===== src/rtl/lce_pkg.sv =====
package lce_pkg;

  localparam int CNT_W        = 16;
  localparam int CAUSE_W      = 6;
  localparam int ST_BUSY_BIT  = 20;
  localparam int ST_ERR_BIT   = 21;
  localparam int ST_ZF_BIT    = 24;
  localparam int ST_NT_BIT    = 28;
  localparam int ST_CAUSE_LSB = 36;
  localparam int CAUSE_TIMEOUT_IDX = 4;

  localparam logic [1:0] RA_CTRL = 2'd0;
  localparam logic [1:0] RA_SRC  = 2'd1;
  localparam logic [1:0] RA_DST  = 2'd2;
  localparam logic [1:0] RA_NTF  = 2'd3;

  typedef enum logic [2:0] {
    S_IDLE,
    S_RD_REQ,
    S_RD_WAIT,
    S_WR_REQ,
    S_WR_WAIT,
    S_NT_REQ,
    S_NT_WAIT
  } seq_state_e;

  function automatic logic [63:0] pack_status(
    input logic               busy,
    input logic               err,
    input logic               zf,
    input logic               nt,
    input logic [CAUSE_W-1:0] cause,
    input logic [CNT_W-1:0]   cnt
  );
    logic [63:0] w;
    w = '0;
    w[CNT_W-1:0]                          = cnt;
    w[ST_BUSY_BIT]                        = busy;
    w[ST_ERR_BIT]                         = err;
    w[ST_ZF_BIT]                          = zf;
    w[ST_NT_BIT]                          = nt;
    w[ST_CAUSE_LSB +: CAUSE_W]            = cause;
    return w;
  endfunction

endpackage


===== src/rtl/lce_regs.sv =====
module lce_regs
  import lce_pkg::*;
#(
  parameter int ADDR_W = 48,
  parameter int OFF    = 6,
  parameter int LIDX_W = ADDR_W - OFF
) (
  input  logic              clk,
  input  logic              rst_n,
  input  logic              reg_wr,
  input  logic [1:0]        reg_addr,
  input  logic [63:0]       reg_wdata,
  output logic [63:0]       reg_rdata,
  input  logic [63:0]       status_word,
  output logic              ctrl_wr,
  output logic              ctrl_go,
  output logic              ctrl_zf,
  output logic              ctrl_nt,
  output logic [CNT_W-1:0]  ctrl_cnt,
  output logic [LIDX_W-1:0] src_line,
  output logic [LIDX_W-1:0] dst_line,
  output logic [LIDX_W-1:0] ntf_line
);

  logic [LIDX_W-1:0] line_q [3];
  logic [LIDX_W-1:0] wline;
  logic              unused_wbits;

  assign wline = reg_wdata[ADDR_W-1:OFF];
  assign unused_wbits = ^{reg_wdata[63:ADDR_W], reg_wdata[OFF-1:0]};

  generate
    for (genvar g = 0; g < 3; g++) begin : g_addr_reg
      localparam logic [1:0] MY_IDX = 2'(g + 1);
      always_ff @(posedge clk) begin
        if (!rst_n)
          line_q[g] <= '0;
        else if (reg_wr && reg_addr == MY_IDX)
          line_q[g] <= wline;
      end
    end
  endgenerate

  assign src_line = line_q[0];
  assign dst_line = line_q[1];
  assign ntf_line = line_q[2];

  assign ctrl_wr  = reg_wr && reg_addr == RA_CTRL;
  assign ctrl_go  = reg_wdata[ST_BUSY_BIT];
  assign ctrl_zf  = reg_wdata[ST_ZF_BIT];
  assign ctrl_nt  = reg_wdata[ST_NT_BIT];
  assign ctrl_cnt = reg_wdata[CNT_W-1:0];

  always_comb begin
    unique case (reg_addr)
      RA_CTRL: reg_rdata = status_word;
      RA_SRC:  reg_rdata = 64'({line_q[0], {OFF{1'b0}}});
      RA_DST:  reg_rdata = 64'({line_q[1], {OFF{1'b0}}});
      default: reg_rdata = 64'({line_q[2], {OFF{1'b0}}});
    endcase
  end

endmodule


===== src/rtl/lce_timer.sv =====
module lce_timer #(
  parameter int TIMEOUT_CYCLES = 1024,
  localparam int TW = $clog2(TIMEOUT_CYCLES + 1)
) (
  input  logic clk,
  input  logic rst_n,
  input  logic run,
  output logic expired
);

  logic [TW-1:0] cnt_q;

  always_ff @(posedge clk) begin
    if (!rst_n || !run)
      cnt_q <= '0;
    else if (!expired)
      cnt_q <= cnt_q + 1'b1;
  end

  assign expired = run && cnt_q == TW'(TIMEOUT_CYCLES - 1);

  a_r11_count_bounded: assert property (@(posedge clk) disable iff (!rst_n)
    cnt_q <= TW'(TIMEOUT_CYCLES - 1));

endmodule


===== src/rtl/lce_seq.sv =====
module lce_seq
  import lce_pkg::*;
#(
  parameter int ADDR_W    = 48,
  parameter int OFF       = 6,
  parameter int LINE_BITS = 512,
  parameter int LIDX_W    = ADDR_W - OFF
) (
  input  logic               clk,
  input  logic               rst_n,
  input  logic               ctrl_wr,
  input  logic               ctrl_go,
  input  logic               ctrl_zf,
  input  logic               ctrl_nt,
  input  logic [CNT_W-1:0]   ctrl_cnt,
  input  logic [LIDX_W-1:0]  src_line,
  input  logic [LIDX_W-1:0]  dst_line,
  input  logic [LIDX_W-1:0]  ntf_line,
  input  logic               tmo,
  output logic               wait_run,
  output logic [63:0]        status_word,
  output logic               mem_req_valid,
  input  logic               mem_req_ready,
  output logic               mem_req_write,
  output logic [ADDR_W-1:0]  mem_req_addr,
  output logic [LINE_BITS-1:0] mem_req_data,
  input  logic               mem_rsp_valid,
  input  logic [LINE_BITS-1:0] mem_rsp_data,
  input  logic [CAUSE_W-1:0] mem_rsp_err
);

  seq_state_e           state_q;
  logic                 zf_q, nt_q, err_q;
  logic [CAUSE_W-1:0]   cause_q;
  logic [CNT_W-1:0]     cnt_q;
  logic [LIDX_W-1:0]    src_q, dst_q, ntf_q;
  logic [LINE_BITS-1:0] buf_q;
  logic                 line_held_q;
  logic                 idle, start, clear, rsp_bad, req_fire;
  logic [LIDX_W-1:0]    ptr;
  logic [CAUSE_W-1:0]   tmo_cause;

  assign idle      = state_q == S_IDLE;
  assign start     = ctrl_wr && idle && ctrl_go;
  assign clear     = ctrl_wr && idle && !ctrl_go;
  assign rsp_bad   = |mem_rsp_err;
  assign req_fire  = mem_req_valid && mem_req_ready;
  assign wait_run  = state_q inside {S_RD_WAIT, S_WR_WAIT, S_NT_WAIT};
  assign tmo_cause = CAUSE_W'(1) << CAUSE_TIMEOUT_IDX;

  always_ff @(posedge clk) begin
    if (!rst_n) begin
      state_q     <= S_IDLE;
      zf_q        <= 1'b0;
      nt_q        <= 1'b0;
      err_q       <= 1'b0;
      cause_q     <= '0;
      cnt_q       <= '0;
      src_q       <= '0;
      dst_q       <= '0;
      ntf_q       <= '0;
      buf_q       <= '0;
      line_held_q <= 1'b0;
    end else begin
      unique case (state_q)
        S_IDLE: begin
          if (start) begin
            zf_q    <= ctrl_zf;
            nt_q    <= ctrl_nt;
            cnt_q   <= ctrl_cnt;
            err_q   <= 1'b0;
            cause_q <= '0;
            src_q   <= src_line;
            dst_q   <= dst_line;
            ntf_q   <= ntf_line;
            if (ctrl_cnt == '0)
              state_q <= ctrl_nt ? S_NT_REQ : S_IDLE;
            else
              state_q <= ctrl_zf ? S_WR_REQ : S_RD_REQ;
          end else if (clear) begin
            zf_q    <= 1'b0;
            nt_q    <= 1'b0;
            cnt_q   <= '0;
            err_q   <= 1'b0;
            cause_q <= '0;
          end
        end
        S_RD_REQ: if (mem_req_ready) state_q <= S_RD_WAIT;
        S_RD_WAIT: begin
          if (mem_rsp_valid) begin
            if (rsp_bad) begin
              err_q   <= 1'b1;
              cause_q <= mem_rsp_err;
              state_q <= nt_q ? S_NT_REQ : S_IDLE;
            end else begin
              buf_q       <= mem_rsp_data;
              line_held_q <= 1'b1;
              state_q     <= S_WR_REQ;
            end
          end else if (tmo) begin
            err_q   <= 1'b1;
            cause_q <= tmo_cause;
            state_q <= nt_q ? S_NT_REQ : S_IDLE;
          end
        end
        S_WR_REQ: begin
          if (mem_req_ready) begin
            line_held_q <= 1'b0;
            state_q     <= S_WR_WAIT;
          end
        end
        S_WR_WAIT: begin
          if (mem_rsp_valid) begin
            if (rsp_bad) begin
              err_q   <= 1'b1;
              cause_q <= mem_rsp_err;
              state_q <= nt_q ? S_NT_REQ : S_IDLE;
            end else begin
              cnt_q <= cnt_q - 1'b1;
              src_q <= src_q + 1'b1;
              dst_q <= dst_q + 1'b1;
              if (cnt_q == CNT_W'(1))
                state_q <= nt_q ? S_NT_REQ : S_IDLE;
              else
                state_q <= zf_q ? S_WR_REQ : S_RD_REQ;
            end
          end else if (tmo) begin
            err_q   <= 1'b1;
            cause_q <= tmo_cause;
            state_q <= nt_q ? S_NT_REQ : S_IDLE;
          end
        end
        S_NT_REQ: if (mem_req_ready) state_q <= S_NT_WAIT;
        S_NT_WAIT: begin
          if (mem_rsp_valid) begin
            if (rsp_bad && !err_q) begin
              err_q   <= 1'b1;
              cause_q <= mem_rsp_err;
            end
            state_q <= S_IDLE;
          end else if (tmo) begin
            if (!err_q) begin
              err_q   <= 1'b1;
              cause_q <= tmo_cause;
            end
            state_q <= S_IDLE;
          end
        end
        default: state_q <= S_IDLE;
      endcase
    end
  end

  always_comb begin
    unique case (state_q)
      S_RD_REQ: ptr = src_q;
      S_NT_REQ: ptr = ntf_q;
      default:  ptr = dst_q;
    endcase
  end

  assign mem_req_valid = state_q inside {S_RD_REQ, S_WR_REQ, S_NT_REQ};
  assign mem_req_write = state_q != S_RD_REQ;
  assign mem_req_addr  = {ptr, {OFF{1'b0}}};

  always_comb begin
    if (state_q == S_NT_REQ)
      mem_req_data = LINE_BITS'(pack_status(1'b0, err_q, zf_q, nt_q, cause_q, cnt_q));
    else if (state_q == S_WR_REQ && !zf_q)
      mem_req_data = buf_q;
    else
      mem_req_data = '0;
  end

  assign status_word = pack_status(!idle, err_q, zf_q, nt_q, cause_q, cnt_q);

  // Requests hold still until accepted
  a_r5_req_hold: assert property (@(posedge clk) disable iff (!rst_n)
    mem_req_valid && !mem_req_ready |=>
      mem_req_valid && $stable(mem_req_addr) && $stable(mem_req_write) && $stable(mem_req_data));

  // One outstanding: no request while a response is awaited
  a_r5_single_outstanding: assert property (@(posedge clk) disable iff (!rst_n)
    req_fire |=> !mem_req_valid);

  // Zero-fill never reads
  a_r4_no_read: assert property (@(posedge clk) disable iff (!rst_n)
    mem_req_valid && zf_q |-> mem_req_write);

  // A copy write only goes out with its line already read
  a_r3_read_first: assert property (@(posedge clk) disable iff (!rst_n)
    state_q == S_WR_REQ && !zf_q |-> line_held_q);

  // After a failure only the notification may follow
  a_r10_halt: assert property (@(posedge clk) disable iff (!rst_n)
    err_q && mem_req_valid |-> state_q == S_NT_REQ);

  // Control writes during a run leave its modes alone
  a_r8_mode_locked: assert property (@(posedge clk) disable iff (!rst_n)
    ctrl_wr && !idle |=> $stable(zf_q) && $stable(nt_q));

  // Zero count without notification finishes at once
  a_r7_zero_done: assert property (@(posedge clk) disable iff (!rst_n)
    start && ctrl_cnt == '0 && !ctrl_nt |=> idle && !mem_req_valid);

endmodule


===== src/rtl/line_copy_engine.sv =====
module line_copy_engine
  import lce_pkg::*;
#(
  parameter int ADDR_W         = 48,
  parameter int LINE_BYTES     = 64,
  parameter int TIMEOUT_CYCLES = 1024
) (
  input  logic                    clk,
  input  logic                    rst_n,
  input  logic                    reg_wr,
  input  logic [1:0]              reg_addr,
  input  logic [63:0]             reg_wdata,
  output logic [63:0]             reg_rdata,
  output logic                    mem_req_valid,
  input  logic                    mem_req_ready,
  output logic                    mem_req_write,
  output logic [ADDR_W-1:0]       mem_req_addr,
  output logic [LINE_BYTES*8-1:0] mem_req_data,
  input  logic                    mem_rsp_valid,
  output logic                    mem_rsp_ready,
  input  logic [LINE_BYTES*8-1:0] mem_rsp_data,
  input  logic [5:0]              mem_rsp_err
);

  localparam int LINE_BITS = LINE_BYTES * 8;
  localparam int OFF       = $clog2(LINE_BYTES);
  localparam int LIDX_W    = ADDR_W - OFF;

  logic              ctrl_wr, ctrl_go, ctrl_zf, ctrl_nt;
  logic [CNT_W-1:0]  ctrl_cnt;
  logic [LIDX_W-1:0] src_line, dst_line, ntf_line;
  logic [63:0]       status_word;
  logic              wait_run, tmo;

  assign mem_rsp_ready = 1'b1;

  lce_regs #(.ADDR_W(ADDR_W), .OFF(OFF), .LIDX_W(LIDX_W)) u_regs (
    .clk(clk), .rst_n(rst_n),
    .reg_wr(reg_wr), .reg_addr(reg_addr), .reg_wdata(reg_wdata), .reg_rdata(reg_rdata),
    .status_word(status_word),
    .ctrl_wr(ctrl_wr), .ctrl_go(ctrl_go), .ctrl_zf(ctrl_zf), .ctrl_nt(ctrl_nt),
    .ctrl_cnt(ctrl_cnt),
    .src_line(src_line), .dst_line(dst_line), .ntf_line(ntf_line)
  );

  lce_timer #(.TIMEOUT_CYCLES(TIMEOUT_CYCLES)) u_timer (
    .clk(clk), .rst_n(rst_n), .run(wait_run), .expired(tmo)
  );

  lce_seq #(.ADDR_W(ADDR_W), .OFF(OFF), .LINE_BITS(LINE_BITS), .LIDX_W(LIDX_W)) u_seq (
    .clk(clk), .rst_n(rst_n),
    .ctrl_wr(ctrl_wr), .ctrl_go(ctrl_go), .ctrl_zf(ctrl_zf), .ctrl_nt(ctrl_nt),
    .ctrl_cnt(ctrl_cnt),
    .src_line(src_line), .dst_line(dst_line), .ntf_line(ntf_line),
    .tmo(tmo), .wait_run(wait_run), .status_word(status_word),
    .mem_req_valid(mem_req_valid), .mem_req_ready(mem_req_ready),
    .mem_req_write(mem_req_write), .mem_req_addr(mem_req_addr),
    .mem_req_data(mem_req_data),
    .mem_rsp_valid(mem_rsp_valid), .mem_rsp_data(mem_rsp_data), .mem_rsp_err(mem_rsp_err)
  );

  // Requests are always line-aligned
  a_r6_aligned: assert property (@(posedge clk) disable iff (!rst_n)
    mem_req_valid |-> mem_req_addr[OFF-1:0] == '0);

  // Reset leaves the memory port quiet
  a_r1_quiet: assert property (@(posedge clk) disable iff (!rst_n)
    $rose(rst_n) |-> !mem_req_valid);

endmodule


===== config.mk =====
export PLATFORM = sky130hd
export DESIGN_NAME = line_copy_engine
export DESIGN_NICKNAME = d
export VERILOG_FILES = /design/src/rtl/lce_pkg.sv /design/src/rtl/lce_regs.sv /design/src/rtl/lce_timer.sv /design/src/rtl/lce_seq.sv /design/src/rtl/line_copy_engine.sv
export SDC_FILE = /design/constraint.sdc
export NUM_CORES = 2
export LEC_CHECK = 0
export BUFFER_PORTS_ARGS = -buffer_cell sky130_fd_sc_hd__clkbuf_2
export CAP_MARGIN = 20
export CORE_AREA = 2 2 478 480
export CTS_CLUSTER_SIZE = 20
export DETAILED_ROUTE_END_ITERATION = 16
export DIE_AREA = 0 0 480 482
export SETUP_SLACK_MARGIN = 0.02
export SLEW_MARGIN = 20
export SYNTH_ARGS = -nofsm -noshare
export SYNTH_HDL_FRONTEND = slang
export SYNTH_SLANG_ARGS = --single-unit
export TNS_END_PERCENT = 50

===== constraint.sdc =====
create_clock -name clk -period 3.9 [get_ports clk]
set_clock_uncertainty 0.1 [all_clocks]
set_input_delay 0.195 -clock clk [delete_from_list [all_inputs] [get_ports clk]]
set_output_delay 0.195 -clock clk [all_outputs]
set_load 0.005 [all_outputs]

-- Yosys cells after proc, flatten, opt, wreduce, memory -nomap -nowiden
Memory sizes are Yosys's and may differ from the RTL's.
Index checks and enable logic that the tools add are counted.
- bits of input ports: 589
- word-level logic and storage cells: 147
- bits in writable memories: 126
- output and inout bits: 627
- ROM bits: 0
- register bits after elaboration: 677
- bits in latches: 0
- memories: 1
- memories (memory ; words ; width ; read ports ; clocked after memory_dff ; write ports ; line ; RTL):
    u_regs.line_q ; 3 ; 42 ; 3 ; 0 ; 3 ; lce_regs.sv:25 ; logic [LIDX_W-1:0] line_q [3];
- div/mod/pow operators: 0
- $add $sub $neg: 4
- bitwise operators: 4
- multipliers: 0
- muxes and demuxes: 68
- shift-type cells: 0
- reduce and logical (&&, ||, !) cells: 35
- $lt $le $gt $ge: 0
- equality and inequality tests: 24
- operators with widths (cell ; count):
    512-bit 2-to-1 mux ; 2
    42-bit 2-to-1 mux ; 9
    42-bit one-hot mux with 2 select lines ; 3
    48-bit one-hot mux with 3 select lines ; 1
    42-bit by 1-bit adder with 42-bit output (second input constant) ; 2
    16-bit 2-to-1 mux ; 4
    6-bit 2-to-1 mux ; 9
    3-bit 2-to-1 mux ; 15
    16-bit one-hot mux with 2 select lines ; 1
    3-bit one-hot mux with 7 select lines ; 1
    1-bit 2-to-1 mux ; 19
    6-bit one-hot mux with 3 select lines ; 1
    16-bit by 1-bit equality test with 1-bit output (second input constant) ; 1
    16-bit logical NOT ; 1
    16-bit by 1-bit subtractor with 16-bit output (second input constant) ; 1
    2-bit != test (second input constant) ; 6
    3-bit != test (second input constant) ; 4
    4-bit AND reduction ; 3
    11-bit by 1-bit adder with 11-bit output (second input constant) ; 1
    11-bit by 10-bit equality test with 1-bit output (second input constant) ; 1
    1-bit logical AND ; 10
    3-bit equality test (second input constant) ; 3
    3-bit nonzero test ; 3
    7-bit AND reduction ; 1
    other kinds (20) ; 33

-- Longest topological paths before layout
- word-level depth: 7
- mapped depth: 10
- mapped depth without buffers: 8

-- Modules after synthesis
A second synthesis with hierarchy kept.
- cells, all modules: 4647
- area total of the unflattened synthesis: 37089.3 um^2
- modules (own cells, without submodules) (module ; cells an instance ; sequential area each (um^2) ; instances ; area an instance (um^2)):
    lce_seq ; 4162 ; 13332.8 ; 1 ; 30563.1
    lce_regs ; 422 ; 3783.6 ; 1 ; 5958.2
    lce_timer ; 61 ; 220.2 ; 1 ; 556.8
    line_copy_engine ; 2 ; 0.0 ; 1 ; 11.3

-- Worst setup path after synthesis
Ideal clock, no wire load.
- path kind: in2reg
- start: input reg_addr[1]
- end: memory u_regs.line_q[1][0] in the netlist's numbering, enable pin
- slack: 1.447 ns
- data arrival time: 1.953 ns
- library setup time: 0.400 ns
- stages: 6
- path buffers: 3
- data required time: 3.400 ns
- cells stage by stage: clkbuf_1 > nor2b_1 > clkbuf_1 > clkbuf_1 > nand2_1 > nand2_1
- RTL lines (element ; line ; RTL):
    start, declared ; line_copy_engine.sv:11 ; input logic [1:0] reg_addr,
    end, declared ; lce_regs.sv:25 ;

-- Worst setup path in the final report
- start: register u_seq.state_q[0]
- end: output mem_req_data[178]
- word-level cells in the longest chain between the ends: 4
- elaborated cells on any way between the ends: 5
- those cells by class: 2 x eq/ne; 2 x mux; 1 x reduce/logical
- ends and longest elaborated chain (element ; line ; RTL):
    start, declared ; lce_seq.sv:32 ; seq_state_e state_q;
    start signal, assigned ; lce_seq.sv:77 ; state_q <= ctrl_nt ? S_NT_REQ : S_IDLE;
    start signal, assigned ; lce_seq.sv:79 ; state_q <= ctrl_zf ? S_WR_REQ : S_RD_REQ;
    start signal, assigned ; lce_seq.sv:94 ; state_q <= nt_q ? S_NT_REQ : S_IDLE;
    3-bit by 2-bit equality test with 1-bit output ; lce_seq.sv:169 ; else if (state_q == S_WR_REQ && !zf_q)
    1-bit logical AND ; lce_seq.sv:169 ;
    512-bit 2-to-1 mux ; lce_seq.sv:169 ;
    512-bit 2-to-1 mux (*) ; lce_seq.sv:167 ; if (state_q == S_NT_REQ)
    end, declared ; line_copy_engine.sv:18 ; output logic [LINE_BYTES*8-1:0] mem_req_data,
Mark *: on every way between the ends. The rest lies on a longest branch, timed or not.

==> run summary <==
DR pass1 iterations - 6
Max Slew Vio Count - 0
die area - 231,400 um^2
worst reg2reg setup slack - 0.78 ns
Max Freq - 274.3 MHz
reg2reg end - u_seq.state_q[0]$_SDFFE_PN0P_
via count - 40,090
Worst Path Class, Setup - reg -> out
GRT Total Usage - 17.40%
clock share of power - 47.8%
Mean Syn Cell Area - 8.049 um^2
vias per cell - 4.341
top layer in use - met5
I/O Buffers - 1,176
clk slew on worst S/H paths - 0.06 ns
post-CTS setup buffer count - 0
Initial Utilization - 16.14%
pwr/cell area - 363.3 nW/um^2
critical path peak fanout - 129
Main synth FF type - dfxtp_1
Static Leak - 0.02117 uW
met1 WL - 82.51 mm
Worst Setup EP - mem_req_data[178]
Ys Warns - 0
HP Class - in -> reg
worst reg-to-reg path cell count - 7
Syn Std Cell Area - 36,550 um^2
TritonCTS Sinks - 803
HPWL Detailed - 164.0 mm
share of flip-flops with an asynchronous set or reset - 0%
DRC errors left - 0
CP required - 3.61 ns
RD Place Congestion - 0.9701
WP data arrival - 3.35 ns
routed len/inst - 23.18 um
Num CTS Buffers - 98
outcome - completed
Worst Setup Start Kind - flop
H-tree depth - 3
Die Wd - 480 um
WHS - 0.06893 ns
flip-flop and latch count after synthesis - 803
Die Ht - 482 um
met2 WL post-DR - 101.1 mm
clock latency at the later pin of the worst-skew pair - 0.74 ns
CTS tree - yes
Syn Inst Count - 4,541
top-level port count - 1,216
Int Power - 14,730 uW
Yosys cell types - 79
share of post-route cells with drive strength above 1 - 24.21%
initial antenna violation count - 79
1st-iter DRT viols - 4,166
Final nets - 6,702
Final period util - 93.46%
largest net degree at the start of global routing - 176
Setup Viol. Count Final - 0
first-pass GRT wire length - 288.6 mm
GRT overflow - 0
core area - 226,400 um^2
logic gate share of total power - 8.5%
P_sw - 5180 uW
Hold Fails Final Rpt - 0
switch share - 26.02%
launch point of the critical path - u_seq.state_q[0]$_SDFFE_PN0P_
r2r startpoint - u_seq.state_q[1]$_SDFFE_PN0P_
number of synthesized flops with an enable pin - 126
Filler Cell Count - 24,740
CP endpoint kind - output port
Max-Slew Margin vs Limit - 29.27%
clk root buf - clkbuf_16
Tmin final - 3.645 ns
Longest Clk Path Bufs - 3
metal3 WL - 18.46 mm
Max VDD drop - 0.3307 mV
Site Rows - 175
sequential area share after synthesis - 47.43%
worst slew pin tran - 1.051 ns
remaining antenna violation count after routing - 0
synth-to-layout area growth - 49.91%
Seq pwr share - 43.7%
Detailed Route WL - 214.1 mm
vias in the first global route - 37,790
final setup TNS - 0 ns
max_cap viols - 0
RSZ-0062 raised after global routing - false
[worst min path at each step]
| stage | startpoint | to | slack (ns) | cells past startpoint |
|---|---|---|---|---|
| floorplan | mem_rsp_data[100] | u_seq.buf_q[100]$_SDFFE_PN0P_ | 0.23 | 2 |
| global placement | mem_rsp_data[475] | u_seq.buf_q[475]$_SDFFE_PN0P_ | 0.32 | 3 |
| detailed placement | mem_rsp_data[19] | u_seq.buf_q[19]$_SDFFE_PN0P_ | 0.32 | 3 |
| CTS | reg_addr[1] | u_regs.line_q[2][14]$_SDFFCE_PN0P_ | 0.005 | 4 |
| global route | mem_rsp_data[252] | u_seq.buf_q[252]$_SDFFE_PN0P_ | 0.06 | 4 |
| finish | reg_addr[1] | u_regs.line_q[2][14]$_SDFFCE_PN0P_ | 0.07 | 4 |
[placed cells by master, fill, tap and decap left out, drive strengths merged, types with 20 or more instances in the layout]
| master | count |
|---|---|
| a21oi | 641 |
| a22o | 50 |
| a22oi | 23 |
| a31oi | 20 |
| and2 | 623 |
| buf | 82 |
| clkbuf | 1312 |
| clkinv | 27 |
| conb | 23 |
| dfxtp | 677 |
| diode | 36 |
| dlygate4sd3 | 581 |
| edfxtp | 126 |
| inv | 22 |
| mux2 | 22 |
| mux2i | 58 |
| mux4 | 20 |
| nand2 | 1269 |
| nand3 | 67 |
| nand4 | 39 |
| nor2 | 109 |
| nor3 | 47 |
| nor4 | 27 |
| o21ai | 127 |
[flip-flops by register name, indices dropped and copies added (netlist names)]
signal         flops
u_seq.src_q       42
u_seq.state_q      3
u_seq.buf_q      512
u_seq.cause_q      6
u_seq.dst_q       42
u_regs.line_q    126
u_seq.ntf_q       42
u_seq.nt_q         1
u_seq.err_q        1
u_seq.zf_q         1
u_timer.cnt_q     11
u_seq.cnt_q       16
[cells in the mapped netlist (22+ instances only)]
master / instances / area (um^2)
a21oi_1: 641 / 3208
nor3_1: 44 / 220.2
dfxtp_1: 677 / 13550
buf_4: 23 / 172.7
edfxtp_1: 126 / 3784
mux2_2: 22 / 247.7
nor2_1: 109 / 409.1
clkbuf_1: 280 / 1051
nand2_1: 1268 / 4760
mux2i_1: 58 / 580.6
nor4_1: 23 / 143.9
a22oi_1: 23 / 172.7
a22o_1: 50 / 437.9
and2_1: 621 / 3885
o21ai_0: 125 / 625.6
buf_2: 67 / 335.3
nand3_1: 65 / 325.3
nand4_1: 39 / 244.0
[final cells by class]
cell class / instances / area (um^2) / share of cell area [%]
Multi-Input combinational cell: 3352 / 17640 / 32.19
Sequential cell: 803 / 17340 / 31.64
Timing Repair Buffer: 1839 / 12620 / 23.03
Tap cell: 3009 / 3765 / 6.871
Clock buffer: 136 / 2765 / 5.046
Clock inverter: 47 / 520.5 / 0.9499
Antenna cell: 36 / 90.09 / 0.1644
Inverter: 14 / 60.06 / 0.1096
[routing by layer]
layer / track usage [%] / vias up
met5: 0.4085 / -
met4: 9.133 / 38
met3: 4.141 / 434
met2: 28.83 / 2119
met1: 20.82 / 19130
li1: - / 18380
[critical path, cell delays in order (launching register included)]
cell,delay [ns]
dfxtp_1,0.67
nand2_1,0.15
nor3_2,0.22
buf_12,0.23
buf_12,0.31
buf_4,0.37
and2_1,0.26
clkbuf_2,0.15
[cell families after synthesis]
kind of cell | count (synthesis) | share of synthesized area (%)
xor+xnor | 11 | 0.2636
mux | 100 | 3.499
simple gates | 2246 | 29.00
flops | 803 | 47.43
compound gates | 967 | 14.94
other cells | 2 | 0.02055
buf+inv | 407 | 4.673
fa+ha+maj | 5 | 0.1712
[power by group through the flow]
stage	Sequential, uW	Combinational (uW)	Clock, uW
after floorplan	8800	486	0
after global placement	8860	1150	0
after detailed placement	8870	1150	0
after CTS	8690	1690	9780
after global routing	8710	1800	10000
final	8700	1700	9520
[repair_timing]
action / in CTS / in global routing
endpoints found under the hold margin: 669 / 0
gates resized for setup: 0 / 0
hold buffers: 581 / 0
[metrics by stage]
stage                     utilization (%)  area [um^2]  power (uW)  cells  setup WS, ns
final                               24.20        54790       19910   9236        0.2550
after global placement              20.14        45600       10010   8436        0.9957
after floorplan                         -        36630        9284   4562         1.447
after global routing                24.19        54760       20520   9223        0.1209
after CTS                           24.16        54700       20160   9200        0.2931
after detailed placement            20.14        45600       10020   8436        0.9721
(Power assumes the default switching activity.)
